--- src/rtl/lcs_pkg.sv ---
package lcs_pkg;
  typedef enum logic [3:0] {
    A_NONE, A_RST_BEGIN, A_IO_SET, A_IO_CLR, A_ROT, A_LOAD,
    A_FW_OFF, A_CAL_RUN, A_CAL_STOP, A_CAL_CLR,
    A_UNLD_ON, A_FIFO, A_UNLD_OFF, A_TRAIN
  } act_e;

  typedef enum logic [3:0] {
    S_IDLE, S_RWAIT, S_RIOCLR, S_RROT, S_RLOAD,
    S_DRUN, S_DWAIT, S_DCLR, S_FON, S_FINIT, S_FOFF,
    S_TWAIT, S_FIN
  } st_e;

  localparam logic [2:0] IQ_SEL_VAL   = 3'd7;
  localparam logic [3:0] PH_STEP_VAL  = 4'hC;
  localparam logic [2:0] INERTIA_VAL  = 3'd4;
  localparam logic [3:0] LTE_VAL      = 4'd3;
  localparam logic [3:0] GAIN_VAL     = 4'd11;
endpackage

--- src/rtl/lcs_mask_reduce.sv ---
module lcs_mask_reduce #(
  parameter int LANES = 24
) (
  input  logic [LANES-1:0] mask,
  input  logic [LANES-1:0] busy_in,
  input  logic [LANES-1:0] cal_in,
  input  logic [LANES-1:0] train_in,
  output logic             any_busy,
  output logic             all_cal,
  output logic             all_train
);
  logic [LANES-1:0] busy_t, cal_miss, train_miss;

  for (genvar i = 0; i < LANES; i++) begin : g_lane
    assign busy_t[i]     = mask[i] & busy_in[i];
    assign cal_miss[i]   = mask[i] & ~cal_in[i];
    assign train_miss[i] = mask[i] & ~train_in[i];
  end

  assign any_busy  = |busy_t;
  assign all_cal   = ~|cal_miss;
  assign all_train = ~|train_miss;
endmodule

--- src/rtl/lcs_ctrl.sv ---
module lcs_ctrl
  import lcs_pkg::*;
#(
  parameter int LANES = 24
) (
  input  logic             clk,
  input  logic             rst_n,
  input  logic             start,
  input  logic [1:0]       seq_sel,
  input  logic [LANES-1:0] lane_mask,
  input  logic             any_busy,
  input  logic             all_cal,
  input  logic             all_train,
  output act_e             act,
  output logic [LANES-1:0] act_mask,
  output logic             busy,
  output logic             done
);
  st_e st, nxt;
  logic fin;
  logic [LANES-1:0] mask_q;

  assign busy     = (st != S_IDLE);
  assign act_mask = (st == S_IDLE) ? lane_mask : mask_q;

  always_comb begin
    nxt = st;
    act = A_NONE;
    fin = 1'b0;
    case (st)
      S_IDLE: if (start) begin
        if (lane_mask == '0 || seq_sel == 2'd3) fin = 1'b1;
        else if (seq_sel == 2'd0) begin act = A_RST_BEGIN; nxt = S_RWAIT; end
        else if (seq_sel == 2'd1) begin act = A_FW_OFF;    nxt = S_DRUN;  end
        else                      begin act = A_TRAIN;     nxt = S_TWAIT; end
      end
      S_RWAIT:  if (!any_busy) begin act = A_IO_SET; nxt = S_RIOCLR; end
      S_RIOCLR: begin act = A_IO_CLR;   nxt = S_RROT;  end
      S_RROT:   begin act = A_ROT;      nxt = S_RLOAD; end
      S_RLOAD:  begin act = A_LOAD;     nxt = S_FIN;   end
      S_DRUN:   begin act = A_CAL_RUN;  nxt = S_DWAIT; end
      S_DWAIT:  if (all_cal) begin act = A_CAL_STOP; nxt = S_DCLR; end
      S_DCLR:   begin act = A_CAL_CLR;  nxt = S_FON;   end
      S_FON:    begin act = A_UNLD_ON;  nxt = S_FINIT; end
      S_FINIT:  begin act = A_FIFO;     nxt = S_FOFF;  end
      S_FOFF:   begin act = A_UNLD_OFF; nxt = S_FIN;   end
      S_TWAIT:  if (all_train) nxt = S_FIN;
      S_FIN:    begin fin = 1'b1; nxt = S_IDLE; end
      default:  nxt = S_IDLE;
    endcase
  end

  always_ff @(posedge clk or negedge rst_n) begin
    if (!rst_n) begin
      st     <= S_IDLE;
      done   <= 1'b0;
      mask_q <= '0;
    end else begin
      st   <= nxt;
      done <= fin;
      if (st == S_IDLE && start) mask_q <= lane_mask;
    end
  end

  assert_done_single_R10: assert property (@(posedge clk) disable iff (!rst_n)
    done |=> !done);
  assert_wait_busy_R3: assert property (@(posedge clk) disable iff (!rst_n)
    (st == S_RWAIT && any_busy) |=> (st == S_RWAIT));
  assert_train_hold_R9: assert property (@(posedge clk) disable iff (!rst_n)
    (st == S_TWAIT && !all_train) |=> !done);
endmodule

--- src/rtl/lcs_lane_regs.sv ---
module lcs_lane_regs
  import lcs_pkg::*;
#(
  parameter int LANES = 24
) (
  input  logic             clk,
  input  logic             rst_n,
  input  act_e             act,
  input  logic [LANES-1:0] m,
  output logic             clk_pdwn,
  output logic [LANES-1:0] run_lane,
  output logic [LANES-1:0] rx_io_rst,
  output logic [LANES-1:0] tx_io_rst,
  output logic [LANES-1:0] rot_rst,
  output logic [LANES-1:0] cfg_load,
  output logic [LANES-1:0] lane_pdwn,
  output logic [LANES-1:0] fw_off,
  output logic [LANES-1:0] run_cal,
  output logic [LANES-1:0] cal_clr,
  output logic [LANES-1:0] unload_off,
  output logic [LANES-1:0] fifo_init
);
  localparam logic [LANES-1:0] ALL1 = '1;

  always_ff @(posedge clk or negedge rst_n) begin
    if (!rst_n) begin
      clk_pdwn   <= 1'b1;
      run_lane   <= '0;
      rx_io_rst  <= '0;
      tx_io_rst  <= '0;
      rot_rst    <= '0;
      cfg_load   <= '0;
      lane_pdwn  <= ALL1;
      fw_off     <= '0;
      run_cal    <= '0;
      cal_clr    <= '0;
      unload_off <= ALL1;
      fifo_init  <= '0;
    end else begin
      rot_rst   <= (act == A_ROT)     ? m : '0;
      cfg_load  <= (act == A_LOAD)    ? m : '0;
      cal_clr   <= (act == A_CAL_CLR) ? m : '0;
      fifo_init <= (act == A_FIFO)    ? m : '0;
      case (act)
        A_RST_BEGIN: begin clk_pdwn <= 1'b0; run_lane <= run_lane & ~m; end
        A_IO_SET:    begin rx_io_rst <= rx_io_rst | m;  tx_io_rst <= tx_io_rst | m;  end
        A_IO_CLR:    begin rx_io_rst <= rx_io_rst & ~m; tx_io_rst <= tx_io_rst & ~m; end
        A_LOAD:      lane_pdwn  <= lane_pdwn & ~m;
        A_FW_OFF:    fw_off     <= fw_off | m;
        A_CAL_RUN:   run_cal    <= run_cal | m;
        A_CAL_STOP:  run_cal    <= run_cal & ~m;
        A_CAL_CLR:   fw_off     <= fw_off & ~m;
        A_UNLD_ON:   unload_off <= unload_off & ~m;
        A_UNLD_OFF:  unload_off <= unload_off | m;
        A_TRAIN:     run_lane   <= run_lane | m;
        default: ;
      endcase
    end
  end

  for (genvar i = 0; i < LANES; i++) begin : g_chk
    assert_rot_pulse_R4: assert property (@(posedge clk) disable iff (!rst_n)
      rot_rst[i] |=> !rot_rst[i]);
    assert_fifo_clk_on_R8: assert property (@(posedge clk) disable iff (!rst_n)
      fifo_init[i] |-> !unload_off[i]);
    assert_cal_fw_off_R6: assert property (@(posedge clk) disable iff (!rst_n)
      run_cal[i] |-> fw_off[i]);
  end
endmodule

--- src/rtl/lane_cal_seq.sv ---
module lane_cal_seq
  import lcs_pkg::*;
#(
  parameter int LANES = 24
) (
  input  logic             clk,
  input  logic             rst_n,
  input  logic             start,
  input  logic [1:0]       seq_sel,
  input  logic [LANES-1:0] lane_mask,
  input  logic [LANES-1:0] lane_busy,
  input  logic [LANES-1:0] cal_done,
  input  logic [LANES-1:0] train_done,
  output logic             seq_busy,
  output logic             seq_done,
  output logic             clk_pdwn,
  output logic [LANES-1:0] run_lane,
  output logic [LANES-1:0] rx_io_rst,
  output logic [LANES-1:0] tx_io_rst,
  output logic [LANES-1:0] rot_rst,
  output logic [LANES-1:0] cfg_load,
  output logic [LANES-1:0] lane_pdwn,
  output logic [LANES-1:0] fw_off,
  output logic [LANES-1:0] run_cal,
  output logic [LANES-1:0] cal_clr,
  output logic [LANES-1:0] unload_off,
  output logic [LANES-1:0] fifo_init,
  output logic [2:0]       cfg_iq_sel,
  output logic [3:0]       cfg_phase_step,
  output logic [2:0]       cfg_inertia,
  output logic [3:0]       cfg_lte,
  output logic [3:0]       cfg_gain
);
  act_e             act;
  logic [LANES-1:0] act_mask;
  logic             any_busy, all_cal, all_train;

  assign cfg_iq_sel     = IQ_SEL_VAL;
  assign cfg_phase_step = PH_STEP_VAL;
  assign cfg_inertia    = INERTIA_VAL;
  assign cfg_lte        = LTE_VAL;
  assign cfg_gain       = GAIN_VAL;

  lcs_mask_reduce #(.LANES(LANES)) u_red (
    .mask(act_mask), .busy_in(lane_busy), .cal_in(cal_done), .train_in(train_done),
    .any_busy(any_busy), .all_cal(all_cal), .all_train(all_train)
  );

  lcs_ctrl #(.LANES(LANES)) u_ctrl (
    .clk(clk), .rst_n(rst_n), .start(start), .seq_sel(seq_sel), .lane_mask(lane_mask),
    .any_busy(any_busy), .all_cal(all_cal), .all_train(all_train),
    .act(act), .act_mask(act_mask), .busy(seq_busy), .done(seq_done)
  );

  lcs_lane_regs #(.LANES(LANES)) u_regs (
    .clk(clk), .rst_n(rst_n), .act(act), .m(act_mask),
    .clk_pdwn(clk_pdwn), .run_lane(run_lane), .rx_io_rst(rx_io_rst),
    .tx_io_rst(tx_io_rst), .rot_rst(rot_rst), .cfg_load(cfg_load),
    .lane_pdwn(lane_pdwn), .fw_off(fw_off), .run_cal(run_cal), .cal_clr(cal_clr),
    .unload_off(unload_off), .fifo_init(fifo_init)
  );

  assert_clk_before_iorst_R2: assert property (@(posedge clk) disable iff (!rst_n)
    $rose(|rx_io_rst) |-> !clk_pdwn);
  assert_done_idle_R10: assert property (@(posedge clk) disable iff (!rst_n)
    seq_done |-> !seq_busy);
endmodule

--- config.mk ---
export PLATFORM = sky130hd
export DESIGN_NAME = lane_cal_seq
export DESIGN_NICKNAME = d
export VERILOG_FILES = /design/src/rtl/lcs_pkg.sv /design/src/rtl/lcs_mask_reduce.sv /design/src/rtl/lcs_ctrl.sv /design/src/rtl/lcs_lane_regs.sv /design/src/rtl/lane_cal_seq.sv
export SDC_FILE = /design/constraint.sdc
export NUM_CORES = 1
export LEC_CHECK = 0
export BUFFER_PORTS_ARGS = -buffer_cell sky130_fd_sc_hd__buf_2
export CAP_MARGIN = 0
export CORE_UTILIZATION = 38
export CTS_CLUSTER_DIAMETER = 50
export CTS_CLUSTER_SIZE = 10
export DETAILED_ROUTE_END_ITERATION = 12
export PLACE_DENSITY_LB_ADDON = 0.3
export SLEW_MARGIN = 20
export SYNTH_ARGS = -nofsm -noshare
export SYNTH_HDL_FRONTEND = slang
export SYNTH_SLANG_ARGS = --single-unit
--- constraint.sdc ---
create_clock -name clk -period 7 [get_ports clk]
set_input_delay 0 -clock clk [delete_from_list [all_inputs] [get_ports clk]]
set_output_delay 0 -clock clk [all_outputs]
set_load 0.005 [all_outputs]
==> reports/metrics.yaml <==
status: "complete, no violations"
path_clk_slew_ns: 0.06
drt_first_iter_violations: 658
switching_power_mw: 2.46
nNetsFinal: 1471
seqCellArea_um2: 6820
slew_violations: 0
internal-power_mw: 4.18
antenna_found_initial: 5
leakagePower_nw: 7.44
combPwrFrac: 0.358
insertion_delay_ns: 0.51
drtPass1Iterations: 5
power_frac_seq: 0.350
port_buffers: 367
cts_buffers: 38
switching_share: 0.371
tightestPinTransition_ns: 1.13
start_util: 0.390
routedWlPerCell_um: 21.6
cts.sinks: 270
final_common_cell: "buf_2"
grt-ovfl-total: 0
vias_per_cell: 5.11
multi_input_area_um2: 3620
setup_viol: 0
synth_edf_count: 0
async_flop_share: 1.00
post-route-period-util: 0.518
syn_area_um2: 11000
num-fill-cells: 2613
tns_ns: 0
end_kind: "flop"
grt_max_degree: 145
ys_seq_area_frac: 0.622
post_cts_buffers: 0
worstPathRequired_ns: 7.42
finClkSkew_ns: 0.0173
dp_hpwl_mm: 27.2
core_um2: 28100
yosys_warnings: 0
synthCells: 972
arrival_ns: 4.04
cts_tree: "yes"
min_path_type: "in -> async"
gp_congestion: 0.854
drive_gt1_frac: 0.413
path_max_fanout: 64
final_cell_mix: "buf_2, dfrtp_1, nor2_1"
grt_util_all_layers: 0.260
critPathLaunchType: "flop"
synth_area_leaders: "dfrtp_1, dfstp_2, mux2_2"
ir_worst_vdd_v: 0.000250
cts-root-buf: "clkbuf_16"
antenna_left: 0
max_freq_mhz: 276
grt_pass1_vias: 8853
synth_flop_cell: "dfrtp_1"
criticalPathCategory: "reg -> reg"
via_count: 9092
area_growth_pct: 33.7
cts_buffer_depth: 3
hold_violations: 0
htreeDepth: 2
yosysUniqueCellTypes: 54
io_pins: 386
post-route-min-period_ns: 3.63
drc_errors: 0
finalPower_mw: 6.64
die_area_um2: 29500
synth_top_area_cell: "dfrtp_1"
powerDensity_nw_per_um2: 453
grt_pass1_wl_mm: 55.9
die_x_um: 172
yosys_register_bits: 270
rsz0062_at_grt: "false"
routed_wl_mm: 38.5
drv_cap: 0
avgSynthCellArea_um2: 11.3
num_rows: 61
fin_util: 0.522
die_h_um: 172
synth.top_cell.area_share: 0.505
max-slew-margin-rel: 0.246
clkPwrFrac: 0.292
-- metal layers --
metal	vias to the layer above	global-route usage	share of wire
li1	4112	-	-
met1	4489	0.331	0.41
met2	409	0.431	0.48
met3	76	0.0582	0.078
met4	6	0.0954	0.034
met5	-	0	0.00086
-- final timing paths --
| check | startpoint | end | depth (start not counted) | slack [ns] |
|---|---|---|---|---|
| hold / removal | rst_n | u_regs.cfg_load[21] | 2 | 0.03 |
| min in group clk | lane_busy[3] | u_ctrl.st[0] | 5 | 0.04 |
| hold reg to reg | u_regs.clk_pdwn | u_regs.clk_pdwn | 1 | 0.46 |
| max in group asynchronous | rst_n | u_regs.rot_rst[23] | 4 | 5.26 |
| setup / recovery | u_ctrl.st[1] | flop | 9 | 3.37 |
| setup reg to reg | u_ctrl.st[1] | flop | 9 | 3.37 |
-- final cells by class --
type | count | share of cell area
well taps | 378 | 0.0323
repair buffers | 427 | 0.163
diodes | 2 | 0.000341
inverters | 20 | 0.00512
clock inverters | 10 | 0.0114
clock buffers | 58 | 0.0757
flip-flops and latches | 270 | 0.465
multi-input cells | 613 | 0.247
-- power by group through the flow --
stage | Sequential, mW | Clock [mW] | Combinational [mW]
finish | 2.32 | 1.94 | 2.38
floorplan | 2.29 | 0 | 1.22
detailed placement | 2.33 | 0 | 2.37
CTS | 2.32 | 1.97 | 2.39
global placement | 2.32 | 0 | 2.34
global route | 2.37 | 2.04 | 2.59
-- worst max-delay path: stages, from the launching register on --
cell and delay, ns:
dfrtp_1 0.53, nor4_4 0.30, buf_4 0.69, mux2_2 0.53, a22oi_1 0.35, nand3_1 0.17
nor3_1 0.28, nand3_1 0.13, buf_4 0.26, o21ai_0 0.21
-- per-stage QoR --
stage	hold slack (ns)	setup WS (ns)	area (µm²)	std cells
3_5_place_dp	0.239	3.50	13100	1680
2_1_floorplan	-0.296	4.42	11000	988
5_1_grt	0.0718	3.23	14700	1777
3_3_place_gp	0.229	3.48	13100	1680
4_1_cts	0.0241	3.48	14600	1775
6_report	0.0333	3.37	14700	1778
-- Yosys cell counts, types with 6 or more instances --
cell type,instances
nor2b_1,33
mux2_2,57
buf_4,47
inv_1,19
dfstp_2,49
o21ai_1,20
mux2i_1,26
o21ai_0,88
nor2_1,129
a21oi_1,78
o22ai_1,12
a22oi_1,12
nand2_1,73
nor4_1,6
clkbuf_1,29
dfrtp_1,221
-- timing repair --
item / CTS / global route
hold buffers: 27 / 0
endpoints found under the setup margin: 0 / 0
resized for setup: 0 / 0
hold endpoints to repair: 154 / 0
-- kinds of logic after synthesis --
kind of cell           Yosys count  synth area share
other                            2          0.000685
AO/OA/AOI/OAI                  244             0.131
multiplexers                    84            0.0837
AND/OR/NAND/NOR                267             0.107
flip-flops                     270             0.622
buffers and inverters          105            0.0560
(Power assumes the default switching activity.)
